==> src/rtl/mdio_pkg.sv <==
package mdio_pkg;
  localparam int unsigned ADDR_W     = 5;
  localparam int unsigned DATA_W     = 16;
  localparam int unsigned FRAME_W    = 32;
  localparam int unsigned PRE_FULL   = 32;
  localparam int unsigned BIT_CNT_W  = $clog2(FRAME_W);
  localparam int unsigned PRE_CNT_W  = $clog2(PRE_FULL);

  localparam logic [1:0] SOF_BITS   = 2'b01;
  localparam logic [1:0] OPC_READ   = 2'b10;
  localparam logic [1:0] OPC_WRITE  = 2'b01;
  localparam logic [1:0] TURN_WRITE = 2'b10;
  localparam logic [1:0] TURN_READ  = 2'b11;

  typedef enum logic [1:0] {
    SEQ_IDLE  = 2'd0,
    SEQ_PRE   = 2'd1,
    SEQ_FRAME = 2'd2
  } seq_state_e;
endpackage

==> src/rtl/mdio_clk_div.sv <==
module mdio_clk_div #(
  parameter int unsigned DIV_W = 8
) (
  input  logic             clk,
  input  logic             rst_n,
  input  logic             run,
  input  logic [DIV_W-1:0] div_half,
  output logic             mdc,
  output logic             rise_tick,
  output logic             fall_tick
);
  localparam logic [DIV_W-1:0] DIV_MIN = DIV_W'(2);

  logic [DIV_W-1:0] div_q, div_d;
  logic [DIV_W-1:0] cnt_q, cnt_d;
  logic             mdc_q, mdc_d;
  logic             cnt_end;

  assign cnt_end = (cnt_q == div_q - DIV_W'(1));

  always_comb begin
    div_d = div_q;
    if (!run) begin
      div_d = (div_half < DIV_MIN) ? DIV_MIN : div_half;
    end
  end

  always_comb begin
    cnt_d = cnt_q;
    mdc_d = mdc_q;
    if (!run) begin
      cnt_d = '0;
      mdc_d = 1'b0;
    end else if (cnt_end) begin
      cnt_d = '0;
      mdc_d = ~mdc_q;
    end else begin
      cnt_d = cnt_q + DIV_W'(1);
    end
  end

  always_ff @(posedge clk or negedge rst_n) begin
    if (!rst_n) begin
      div_q <= DIV_MIN;
      cnt_q <= '0;
      mdc_q <= 1'b0;
    end else begin
      div_q <= div_d;
      cnt_q <= cnt_d;
      mdc_q <= mdc_d;
    end
  end

  assign mdc       = mdc_q;
  assign rise_tick = run & cnt_end & ~mdc_q;
  assign fall_tick = run & cnt_end &  mdc_q;
endmodule

==> src/rtl/mdio_frame_pack.sv <==
module mdio_frame_pack
  import mdio_pkg::*;
(
  input  logic              is_read,
  input  logic [ADDR_W-1:0] phy_addr,
  input  logic [ADDR_W-1:0] reg_addr,
  input  logic [DATA_W-1:0] wdata,
  output logic [FRAME_W-1:0] frame
);
  logic [1:0]        opc;
  logic [1:0]        turn;
  logic [DATA_W-1:0] payload;

  always_comb begin
    if (is_read) begin
      opc     = OPC_READ;
      turn    = TURN_READ;
      payload = '1;
    end else begin
      opc     = OPC_WRITE;
      turn    = TURN_WRITE;
      payload = wdata;
    end
    frame = {SOF_BITS, opc, phy_addr, reg_addr, turn, payload};
  end
endmodule

==> src/rtl/mdio_frame_seq.sv <==
module mdio_frame_seq
  import mdio_pkg::*;
(
  input  logic               clk,
  input  logic               rst_n,
  input  logic               req_valid,
  input  logic               req_read,
  input  logic               req_short_pre,
  input  logic [FRAME_W-1:0] req_frame,
  input  logic               rise_tick,
  input  logic               fall_tick,
  input  logic               line_in,
  output logic               req_ready,
  output logic               run,
  output logic               pin_oe,
  output logic               pin_out,
  output logic               rsp_valid,
  output logic [DATA_W-1:0]  rsp_rdata
);
  localparam logic [PRE_CNT_W-1:0] PRE_LAST = PRE_CNT_W'(PRE_FULL - 1);
  localparam logic [BIT_CNT_W-1:0] BIT_LAST = BIT_CNT_W'(FRAME_W - 1);
  localparam logic [BIT_CNT_W-1:0] DATA_FIRST = BIT_CNT_W'(FRAME_W - DATA_W);

  seq_state_e             st_q, st_d;
  logic [FRAME_W-1:0]     sh_q, sh_d;
  logic [PRE_CNT_W-1:0]   pre_q, pre_d;
  logic [BIT_CNT_W-1:0]   bit_q, bit_d;
  logic                   rd_q, rd_d;
  logic                   oe_q, oe_d;
  logic                   rv_q, rv_d;
  logic [DATA_W-1:0]      rdat_q, rdat_d;
  logic                   out_q;

  always_comb begin
    st_d   = st_q;
    sh_d   = sh_q;
    pre_d  = pre_q;
    bit_d  = bit_q;
    rd_d   = rd_q;
    oe_d   = oe_q;
    rv_d   = 1'b0;
    rdat_d = rdat_q;
    unique case (st_q)
      SEQ_IDLE: begin
        if (req_valid) begin
          st_d   = SEQ_PRE;
          sh_d   = req_frame;
          rd_d   = req_read;
          pre_d  = req_short_pre ? '0 : PRE_LAST;
          bit_d  = '0;
          oe_d   = 1'b0;
          rdat_d = '0;
        end
      end
      SEQ_PRE: begin
        if (fall_tick) begin
          if (pre_q == '0) begin
            st_d = SEQ_FRAME;
            oe_d = ~sh_q[FRAME_W-1];
          end else begin
            pre_d = pre_q - PRE_CNT_W'(1);
            oe_d  = 1'b0;
          end
        end
      end
      SEQ_FRAME: begin
        if (rise_tick && rd_q && (bit_q >= DATA_FIRST)) begin
          rdat_d = {rdat_q[DATA_W-2:0], line_in};
        end
        if (fall_tick) begin
          if (bit_q == BIT_LAST) begin
            st_d = SEQ_IDLE;
            oe_d = 1'b0;
            rv_d = 1'b1;
          end else begin
            bit_d = bit_q + BIT_CNT_W'(1);
            sh_d  = {sh_q[FRAME_W-2:0], 1'b1};
            oe_d  = ~sh_q[FRAME_W-2];
          end
        end
      end
      default: begin
        st_d = SEQ_IDLE;
        oe_d = 1'b0;
      end
    endcase
  end

  always_ff @(posedge clk or negedge rst_n) begin
    if (!rst_n) begin
      st_q   <= SEQ_IDLE;
      sh_q   <= '1;
      pre_q  <= '0;
      bit_q  <= '0;
      rd_q   <= 1'b0;
      oe_q   <= 1'b0;
      rv_q   <= 1'b0;
      rdat_q <= '0;
      out_q  <= 1'b0;
    end else begin
      st_q   <= st_d;
      sh_q   <= sh_d;
      pre_q  <= pre_d;
      bit_q  <= bit_d;
      rd_q   <= rd_d;
      oe_q   <= oe_d;
      rv_q   <= rv_d;
      rdat_q <= rdat_d;
      out_q  <= 1'b0;
    end
  end

  assign req_ready = (st_q == SEQ_IDLE);
  assign run       = (st_q != SEQ_IDLE);
  assign pin_oe    = oe_q;
  assign pin_out   = out_q;
  assign rsp_valid = rv_q;
  assign rsp_rdata = rdat_q;
endmodule

==> src/rtl/mdio_master.sv <==
module mdio_master
  import mdio_pkg::*;
#(
  parameter int unsigned DIV_W = 8
) (
  input  logic              clk,
  input  logic              rst_n,
  input  logic [DIV_W-1:0]  div_half,
  input  logic              req_valid,
  output logic              req_ready,
  input  logic              req_read,
  input  logic              req_short_pre,
  input  logic [4:0]        req_phy,
  input  logic [4:0]        req_reg,
  input  logic [15:0]       req_wdata,
  output logic              rsp_valid,
  output logic [15:0]       rsp_rdata,
  output logic              mdc,
  output logic              mdio_o,
  output logic              mdio_oe,
  input  logic              mdio_i
);
  logic [FRAME_W-1:0] packed_frame;
  logic               run;
  logic               rise_tick;
  logic               fall_tick;

  mdio_frame_pack u_pack (
    .is_read  (req_read),
    .phy_addr (req_phy),
    .reg_addr (req_reg),
    .wdata    (req_wdata),
    .frame    (packed_frame)
  );

  mdio_clk_div #(.DIV_W(DIV_W)) u_div (
    .clk       (clk),
    .rst_n     (rst_n),
    .run       (run),
    .div_half  (div_half),
    .mdc       (mdc),
    .rise_tick (rise_tick),
    .fall_tick (fall_tick)
  );

  mdio_frame_seq u_seq (
    .clk           (clk),
    .rst_n         (rst_n),
    .req_valid     (req_valid),
    .req_read      (req_read),
    .req_short_pre (req_short_pre),
    .req_frame     (packed_frame),
    .rise_tick     (rise_tick),
    .fall_tick     (fall_tick),
    .line_in       (mdio_i),
    .req_ready     (req_ready),
    .run           (run),
    .pin_oe        (mdio_oe),
    .pin_out       (mdio_o),
    .rsp_valid     (rsp_valid),
    .rsp_rdata     (rsp_rdata)
  );
endmodule

==> config.mk <==
export PLATFORM = sky130hd
export DESIGN_NAME = mdio_master
export DESIGN_NICKNAME = d
export VERILOG_FILES = /design/src/rtl/mdio_pkg.sv /design/src/rtl/mdio_clk_div.sv /design/src/rtl/mdio_frame_pack.sv /design/src/rtl/mdio_frame_seq.sv /design/src/rtl/mdio_master.sv
export SDC_FILE = /design/constraint.sdc
export NUM_CORES = 1
export LEC_CHECK = 0
export BUFFER_PORTS_ARGS = -buffer_cell sky130_fd_sc_hd__buf_2
export CAP_MARGIN = 20
export CORE_MARGIN = 1.5
export CORE_UTILIZATION = 35
export DETAILED_ROUTE_END_ITERATION = 16
export PLACE_DENSITY_LB_ADDON = 0.3
export SETUP_SLACK_MARGIN = 0.05
export SLEW_MARGIN = 20
export SYNTH_ARGS = -nofsm -noshare
export SYNTH_HDL_FRONTEND = slang
export SYNTH_SLANG_ARGS = --single-unit
==> constraint.sdc <==
create_clock -name clk -period 7.4 [get_ports clk]
set_input_delay 1.48 -clock clk [delete_from_list [all_inputs] [get_ports clk]]
set_output_delay 1.48 -clock clk [all_outputs]
set_load 0.01 [all_outputs]
==> results.py, run 1 <==
metrics = {
    "synth": {
        "synth_top_area_cell": "dfrtp_1",
        "ys_top_cells_by_area": "dfrtp_1 (29%), dfstp_2 (21%), mux2i_1 (7.3%), o21ai_0 (3.9%), o2bb2ai_1 (3.4%)",
        "syn_area_per_cell_um2": 10.45,
        "yosys_warnings": 0,
        "ys_ff_latch": 80,
        "syn_area_um2": 4098,
        "synthCells": 392,
        "synth_fp_nets": 440,
        "synth_edf_count": 0,
        "ys_types": 57,
        "seq_area_frac_synth_pct": 49.86,
        "synthArstFlopShare_pct": 100.0,
        "yosysTopAreaCellShare_pct": 28.70,
        "synth_ff_type": "dfrtp_1",
    },
    "floorplanning": {
        "io-pin-count": 61,
        "rows": 39,
        "die_w_um": 111.2,
        "initial_core_util_pct": 35.89,
        "coreArea_um2": 11420,
        "dieHeight_um": 111.2,
        "dieArea_um2": 12370,
    },
    "pwr": {
        "swShare_pct": 20.24,
        "powerDensity_nw_per_um2": 188.0,
        "irDropWorstVdd_mv": 0.1293,
        "pwr-share-clk_pct": 48.8,
        "p_int_uw": 718.2,
        "p_leak_nw": 2.082,
        "comb_power_share_pct": 2.5,
        "p_sw_uw": 182.2,
        "pwr-share-seq_pct": 48.8,
        "p_total_uw": 900.4,
    },
    "cts": {
        "post_cts_resized": 0,
        "cts.reportedPaths.clkPinSlew_ns": 0.06,
        "postCtsHoldBufs": 0,
        "htreeDepth": 3,
        "cts_tree": "done",
        "cts_setup_buffers": 0,
        "clockRootBuffer": "clkbuf_16",
        "insertion_delay_ns": 0.33,
        "clkSinkCount": 80,
        "cts_buffer_depth": 2,
        "cts_buffers": 9,
    },
    "grt": {
        "overflow": 0,
        "antenna_found_initial": 0,
        "grt_pass1_wl_um": 14980,
        "grt.total_usage_pct": 14.76,
        "grt_max_degree": 81,
        "first_global_vias": 3184,
    },
    "sta": {
        "post-route-min-period_ns": 3.290,
        "rsz0062_at_grt": "false",
        "final-max-slew-violation-count": 0,
        "tns_ns": 0,
        "whs_ns": 0.4622,
        "slew-limit-headroom_pct": 34.25,
        "setup_viol": 0,
        "finalCritPeriodShare_pct": 44.45,
        "hold_violations": 0,
        "tightestPinTransition_ns": 0.9830,
        "clock.fmax_mhz": 304.0,
        "skew_ns": 0.004466,
    },
    "critical_path": {
        "r2r_slack_ns": 4.11,
        "cp-end-kind": "flop",
        "start_kind": "flop",
        "r2r-start": "u_div.div_q[1]$_DFFE_PN1P_",
        "crit_type": "reg -> reg",
        "required_ns": 7.62,
        "r2r-end": "u_seq.rsp_rdata[7]$_DFFE_PN0P_",
        "cp_data_arrival_time_ns": 3.51,
        "worstPathMaxFanout": 17,
        "rr_worst_depth": 9,
    },
    "layout": {
        "fin_util_pct": 41.94,
        "fill_cells": 1127,
        "seqCellArea_um2": 2043,
        "final_cell_mix": "buf_2 (58), dfrtp_1 (47), nand2_1 (36)",
        "layout-drive-gt1-share_pct": 28.51,
        "antenna_cells": 0,
        "multi_input_area_um2": 1876,
        "final_net_count": 492,
        "syn_to_final_growth_pct": 16.85,
        "layout_commonest_cell": "buf_2",
    },
    "detailed_routing": {
        "first_pass_iters": 4,
        "post-route-drc-count": 0,
        "viasPerCell": 5.106,
        "wl_per_cell_um": 14.56,
        "drt-initial-drc-count": 150,
        "num_vias": 3023,
        "drt_wl_total_um": 8622,
        "ant_nets": 0,
    },
    "min_path": {
        "min_from": "u_seq.sh_q[26]$_DFFE_PN1P_",
        "worstHoldPathType": "reg -> reg",
        "hold_depth": 2,
        "min_to": "u_seq.sh_q[26]$_DFFE_PN1P_",
    },
    "placed_design": {
        "hpwl_um": 5876,
        "place.gp.congestion": 0.7736,
        "port_buffers": 59,
    },
    "run": {
        "maxCapViolations": 0,
    },
    "status": {
        "status": "complete, no violations",
    },
}
flip-flops by register name, summed over array words and instances (netlist names):
| register | flops |
|---|---|
| u_div.div_q | 8 |
| u_div.cnt_q | 8 |
| u_seq.pre_q | 5 |
| u_seq.bit_q | 5 |
| u_seq.sh_q | 32 |
| u_seq.rsp_rdata | 16 |
| u_seq.pin_oe | 1 |
| u_seq.rsp_valid | 1 |
| u_div.mdc | 1 |
| u_seq.st_q | 2 |
| u_seq.rd_q | 1 |
critical path, cell delays in order (launching register included):
cell       delay [ns]
dfstp_2          0.56
inv_1            0.06
ha_1             0.24
xor2_1           0.34
nor4b_2          0.26
or4_4            0.19
nand3_1          0.13
nor3_4           0.84
a21oi_2          0.32
o2bb2ai_1        0.23
power groups by stage:
| stage | Combinational, mW | Clock [mW] | Sequential (mW) |
|---|---|---|---|
| 2_1_floorplan | 0.00246 | 0 | 0.446 |
| 3_3_place_gp | 0.0227 | 0 | 0.446 |
| 3_5_place_dp | 0.0233 | 0 | 0.446 |
| 4_1_cts | 0.0233 | 0.453 | 0.439 |
| 5_1_grt | 0.0259 | 0.470 | 0.439 |
| 6_report | 0.0223 | 0.439 | 0.439 |
how the worst max path moves through the flow:
stage | from | end | cells after the start
global route | u_div.div_q[1]$_DFFE_PN1P_ | u_seq.rsp_rdata[12]$_DFFE_PN0P_ | 9
floorplan | u_div.div_q[1]$_DFFE_PN1P_ | u_seq.pre_q[1]$_DFFE_PN0P_ | 9
detailed placement | u_div.div_q[1]$_DFFE_PN1P_ | u_seq.rsp_rdata[7]$_DFFE_PN0P_ | 9
global placement | u_div.div_q[1]$_DFFE_PN1P_ | u_seq.rsp_rdata[7]$_DFFE_PN0P_ | 9
finish | u_div.div_q[1]$_DFFE_PN1P_ | u_seq.rsp_rdata[7]$_DFFE_PN0P_ | 9
CTS | u_div.div_q[1]$_DFFE_PN1P_ | u_seq.rsp_rdata[7]$_DFFE_PN0P_ | 9
per-layer routing:
layer  part of all wire (%)  up-vias  GRT usage (%)  routed length (µm)
li1                       -     1507              -                   -
met1                     46     1439          18.32                4008
met4                    1.8        0          5.148                 158
met5                      0        -              0                   0
met2                     47       63          24.21                4021
met3                    5.0       14          4.702                 433
Yosys cell counts, drive strengths merged, types with 3 or more instances:
master   count
clkbuf      11
and3         6
nand3b       3
o22ai       16
buf         10
mux2         7
xnor2        9
nor3        11
xor2         9
nor2        22
nand2b       6
nand3        9
dfstp       33
a21oi        9
mux2i       30
o21ai       37
a31oi        5
a211oi       3
o2bb2ai     16
inv         18
nand2       36
ha           8
dfrtp       47
nor4         4
through the flow:
stage / setup WS (ns) / instance area [µm²] / cells
after floorplan: 4.731 / 4098 / 392
after global placement: 4.184 / 4478 / 575
after detailed placement: 4.047 / 4478 / 575
after CTS: 4.043 / 4770 / 591
after global routing: 3.795 / 4788 / 592
final: 4.110 / 4788 / 592
kinds of logic after synthesis:
group	share of synthesized area, %
other cells	0.09152
xor+xnor	3.848
flops	49.86
mux	9.252
simple gates	14.50
compound gates	15.63
fa+ha+maj	2.443
buf+inv	4.366
area by class of cell:
cell class | count | share of cell area (%)
clock buffers | 13 | 5.226
clock inverters | 3 | 0.8623
inverters | 18 | 1.411
multi-input cells | 273 | 39.17
flip-flops and latches | 80 | 42.67
well taps | 143 | 3.737
repair buffers | 62 | 6.924
Note: power is estimated with default switching activity, not from simulation.
==> inputs of run 2 (changes only) <==
- clock period: 7.4 -> 3.38 ns (I/O delays scaled with it)
==> run 2 against run 1 <==
  * Utilization is 0.36 points higher
  * Design area is 0.86% higher
  * Clock skew fell by 0.0010 ns
  * Power increased by 120%
  * Clock-buffer cell count did not move
  * Register-to-register slack lost 3.8 ns
  * Cell count up 0.51%
  * Via count up 2.1%
  * Largest cell class unchanged
  * Largest power group is now the clock network
==> results.py, run 2 (synthesis gave the netlist of run 1 again) <==
metrics = {
    "sta": {
        "finalCritPeriodShare_pct": 89.54,
        "rsz0062_at_grt": "false",
        "tns_ns": 0,
        "final-max-slew-violation-count": 0,
        "tightestPinTransition_ns": 0.9923,
        "skew_ns": 0.003436,
        "clock.fmax_mhz": 330.4,
        "slew-limit-headroom_pct": 33.84,
        "hold_violations": 0,
        "whs_ns": 0.4630,
        "post-route-min-period_ns": 3.026,
        "setup_viol": 0,
    },
    "layout": {
        "layout_commonest_cell": "buf_2",
        "final_cell_mix": "buf_2 (58), dfrtp_1 (47), nand2_1 (36)",
        "top_register": "u_seq.sh_q",
        "largest_reg_flops": 32,
        "antenna_cells": 0,
        "layout-drive-gt1-share_pct": 29.20,
        "postLayoutCellArea_um2": 4830,
        "final_net_count": 495,
        "syn_to_final_growth_pct": 17.86,
        "final_cells": 595,
    },
    "cts": {
        "post_cts_resized": 0,
        "cts_setup_buffers": 0,
        "htreeDepth": 3,
        "insertion_delay_ns": 0.33,
        "clkSinkCount": 80,
        "postCtsHoldBufs": 0,
        "cts_buffers": 9,
        "cts.reportedPaths.clkPinSlew_ns": 0.06,
        "cts_buffer_depth": 2,
        "cts_tree": "done",
        "clockRootBuffer": "clkbuf_16",
    },
    "detailed_routing": {
        "drt_wl_total_um": 8605,
        "first_pass_iters": 4,
        "wl_per_cell_um": 14.46,
        "post-route-drc-count": 0,
        "drt-initial-drc-count": 198,
        "viasPerCell": 5.188,
        "ant_nets": 0,
        "num_vias": 3087,
    },
    "placed_design": {
        "hpwl_um": 5839,
        "place_area_um2": 4521,
        "place.gp.congestion": 0.7977,
        "port_buffers": 59,
        "dp_cells": 579,
    },
    "critical_path": {
        "startpoint": "u_div.div_q[1]$_DFFE_PN1P_",
        "crit_type": "reg -> reg",
        "cp_data_arrival_time_ns": 3.25,
        "r2r-end": "u_seq.pre_q[1]$_DFFE_PN0P_",
        "r2r_slack_ns": 0.35,
        "r2r-start": "u_div.div_q[1]$_DFFE_PN1P_",
        "required_ns": 3.60,
        "crit_end": "u_seq.pre_q[1]$_DFFE_PN0P_",
        "worstPathMaxFanout": 7,
        "rr_worst_depth": 9,
        "start_kind": "flop",
        "cp-end-kind": "flop",
    },
    "min_path": {
        "hold_depth": 2,
        "worstHoldPathType": "reg -> reg",
    },
    "pwr": {
        "pwr-share-seq_pct": 48.0,
        "powerDensity_nw_per_um2": 414.4,
        "comb_power_share_pct": 2.4,
        "irDropWorstVdd_mv": 0.4206,
        "p_total_mw": 2.001,
        "p_leak_nw": 2.110,
        "swShare_pct": 19.63,
        "pwr-share-clk_pct": 49.6,
        "p_int_mw": 1.608,
        "p_sw_uw": 392.8,
    },
    "floorplanning": {
        "dieArea_um2": 12370,
        "initial_core_util_pct": 35.89,
        "coreArea_um2": 11420,
        "dieHeight_um": 111.2,
        "io-pin-count": 61,
        "die_w_um": 111.2,
        "rows": 39,
    },
    "run": {
        "maxCapViolations": 0,
    },
    "grt": {
        "antenna_found_initial": 0,
        "grt.total_usage_pct": 14.91,
        "overflow": 0,
        "grt_max_degree": 81,
        "first_global_vias": 3148,
        "grt_pass1_wl_um": 15040,
    },
    "status": {
        "status": "complete, no violations",
    },
}
==> run 2: worst max-delay path, cell delays in order, from the launching register on <==
cell and delay, ns:
dfstp_2 0.56, inv_1 0.07, ha_1 0.24, xor2_1 0.34
nor4b_2 0.27, or4_4 0.19, nand4_2 0.16, nor3_2 0.47
mux2_2 0.39, a222oi_1 0.23
==> run 2: stage by stage <==
step                worst slack [ns]  utilization (%)
finish                        0.3536            42.30
global route                  0.1428            42.30
CTS                           0.3955            42.30
detailed placement            0.4044            39.59
global placement              0.5448            39.59
floorplan                     0.7110                -
==> run 2: worst min path at each step <==
stage                                  to                       start
2_1_floorplan    u_div.cnt_q[0]$_DFF_PN0_                       rst_n
3_3_place_gp    u_seq.sh_q[0]$_DFFE_PN1P_   u_seq.sh_q[0]$_DFFE_PN1P_
3_5_place_dp    u_seq.sh_q[0]$_DFFE_PN1P_   u_seq.sh_q[0]$_DFFE_PN1P_
4_1_cts         u_seq.sh_q[0]$_DFFE_PN1P_   u_seq.sh_q[0]$_DFFE_PN1P_
5_1_grt         u_seq.sh_q[0]$_DFFE_PN1P_   u_seq.sh_q[0]$_DFFE_PN1P_
6_report       u_seq.sh_q[29]$_DFFE_PN1P_  u_seq.sh_q[29]$_DFFE_PN1P_
==> run 2: area by class of cell <==
| type | instances | area [µm²] |
|---|---|---|
| fill | 1134 | 6589 |
| sequential | 80 | 2043 |
| multi-input combinational | 273 | 1876 |
| timing repair buffer | 65 | 355.3 |
| clock buffer | 13 | 270.3 |
| tap | 143 | 178.9 |
| inverter | 18 | 67.56 |
| clock inverter | 3 | 38.79 |
==> run 2: per-layer routing <==
metal	share of wire (%)	wire, µm	track usage (%)	up-vias
li1	-	-	-	1530
met1	47	4006	19.60	1469
met2	46	3969	23.03	74
met3	5.6	486	4.811	14
met4	1.7	143	5.485	0
met5	0	0	0	-
==> run 2: power by group through the flow <==
stage	combinational, mW	clock [mW]	sequential, mW
2_1_floorplan	0.00538	0	0.977
3_3_place_gp	0.0502	0	0.977
3_5_place_dp	0.0505	0	0.977
4_1_cts	0.0508	1.03	0.961
5_1_grt	0.0559	1.07	0.960
6_report	0.0483	0.992	0.961
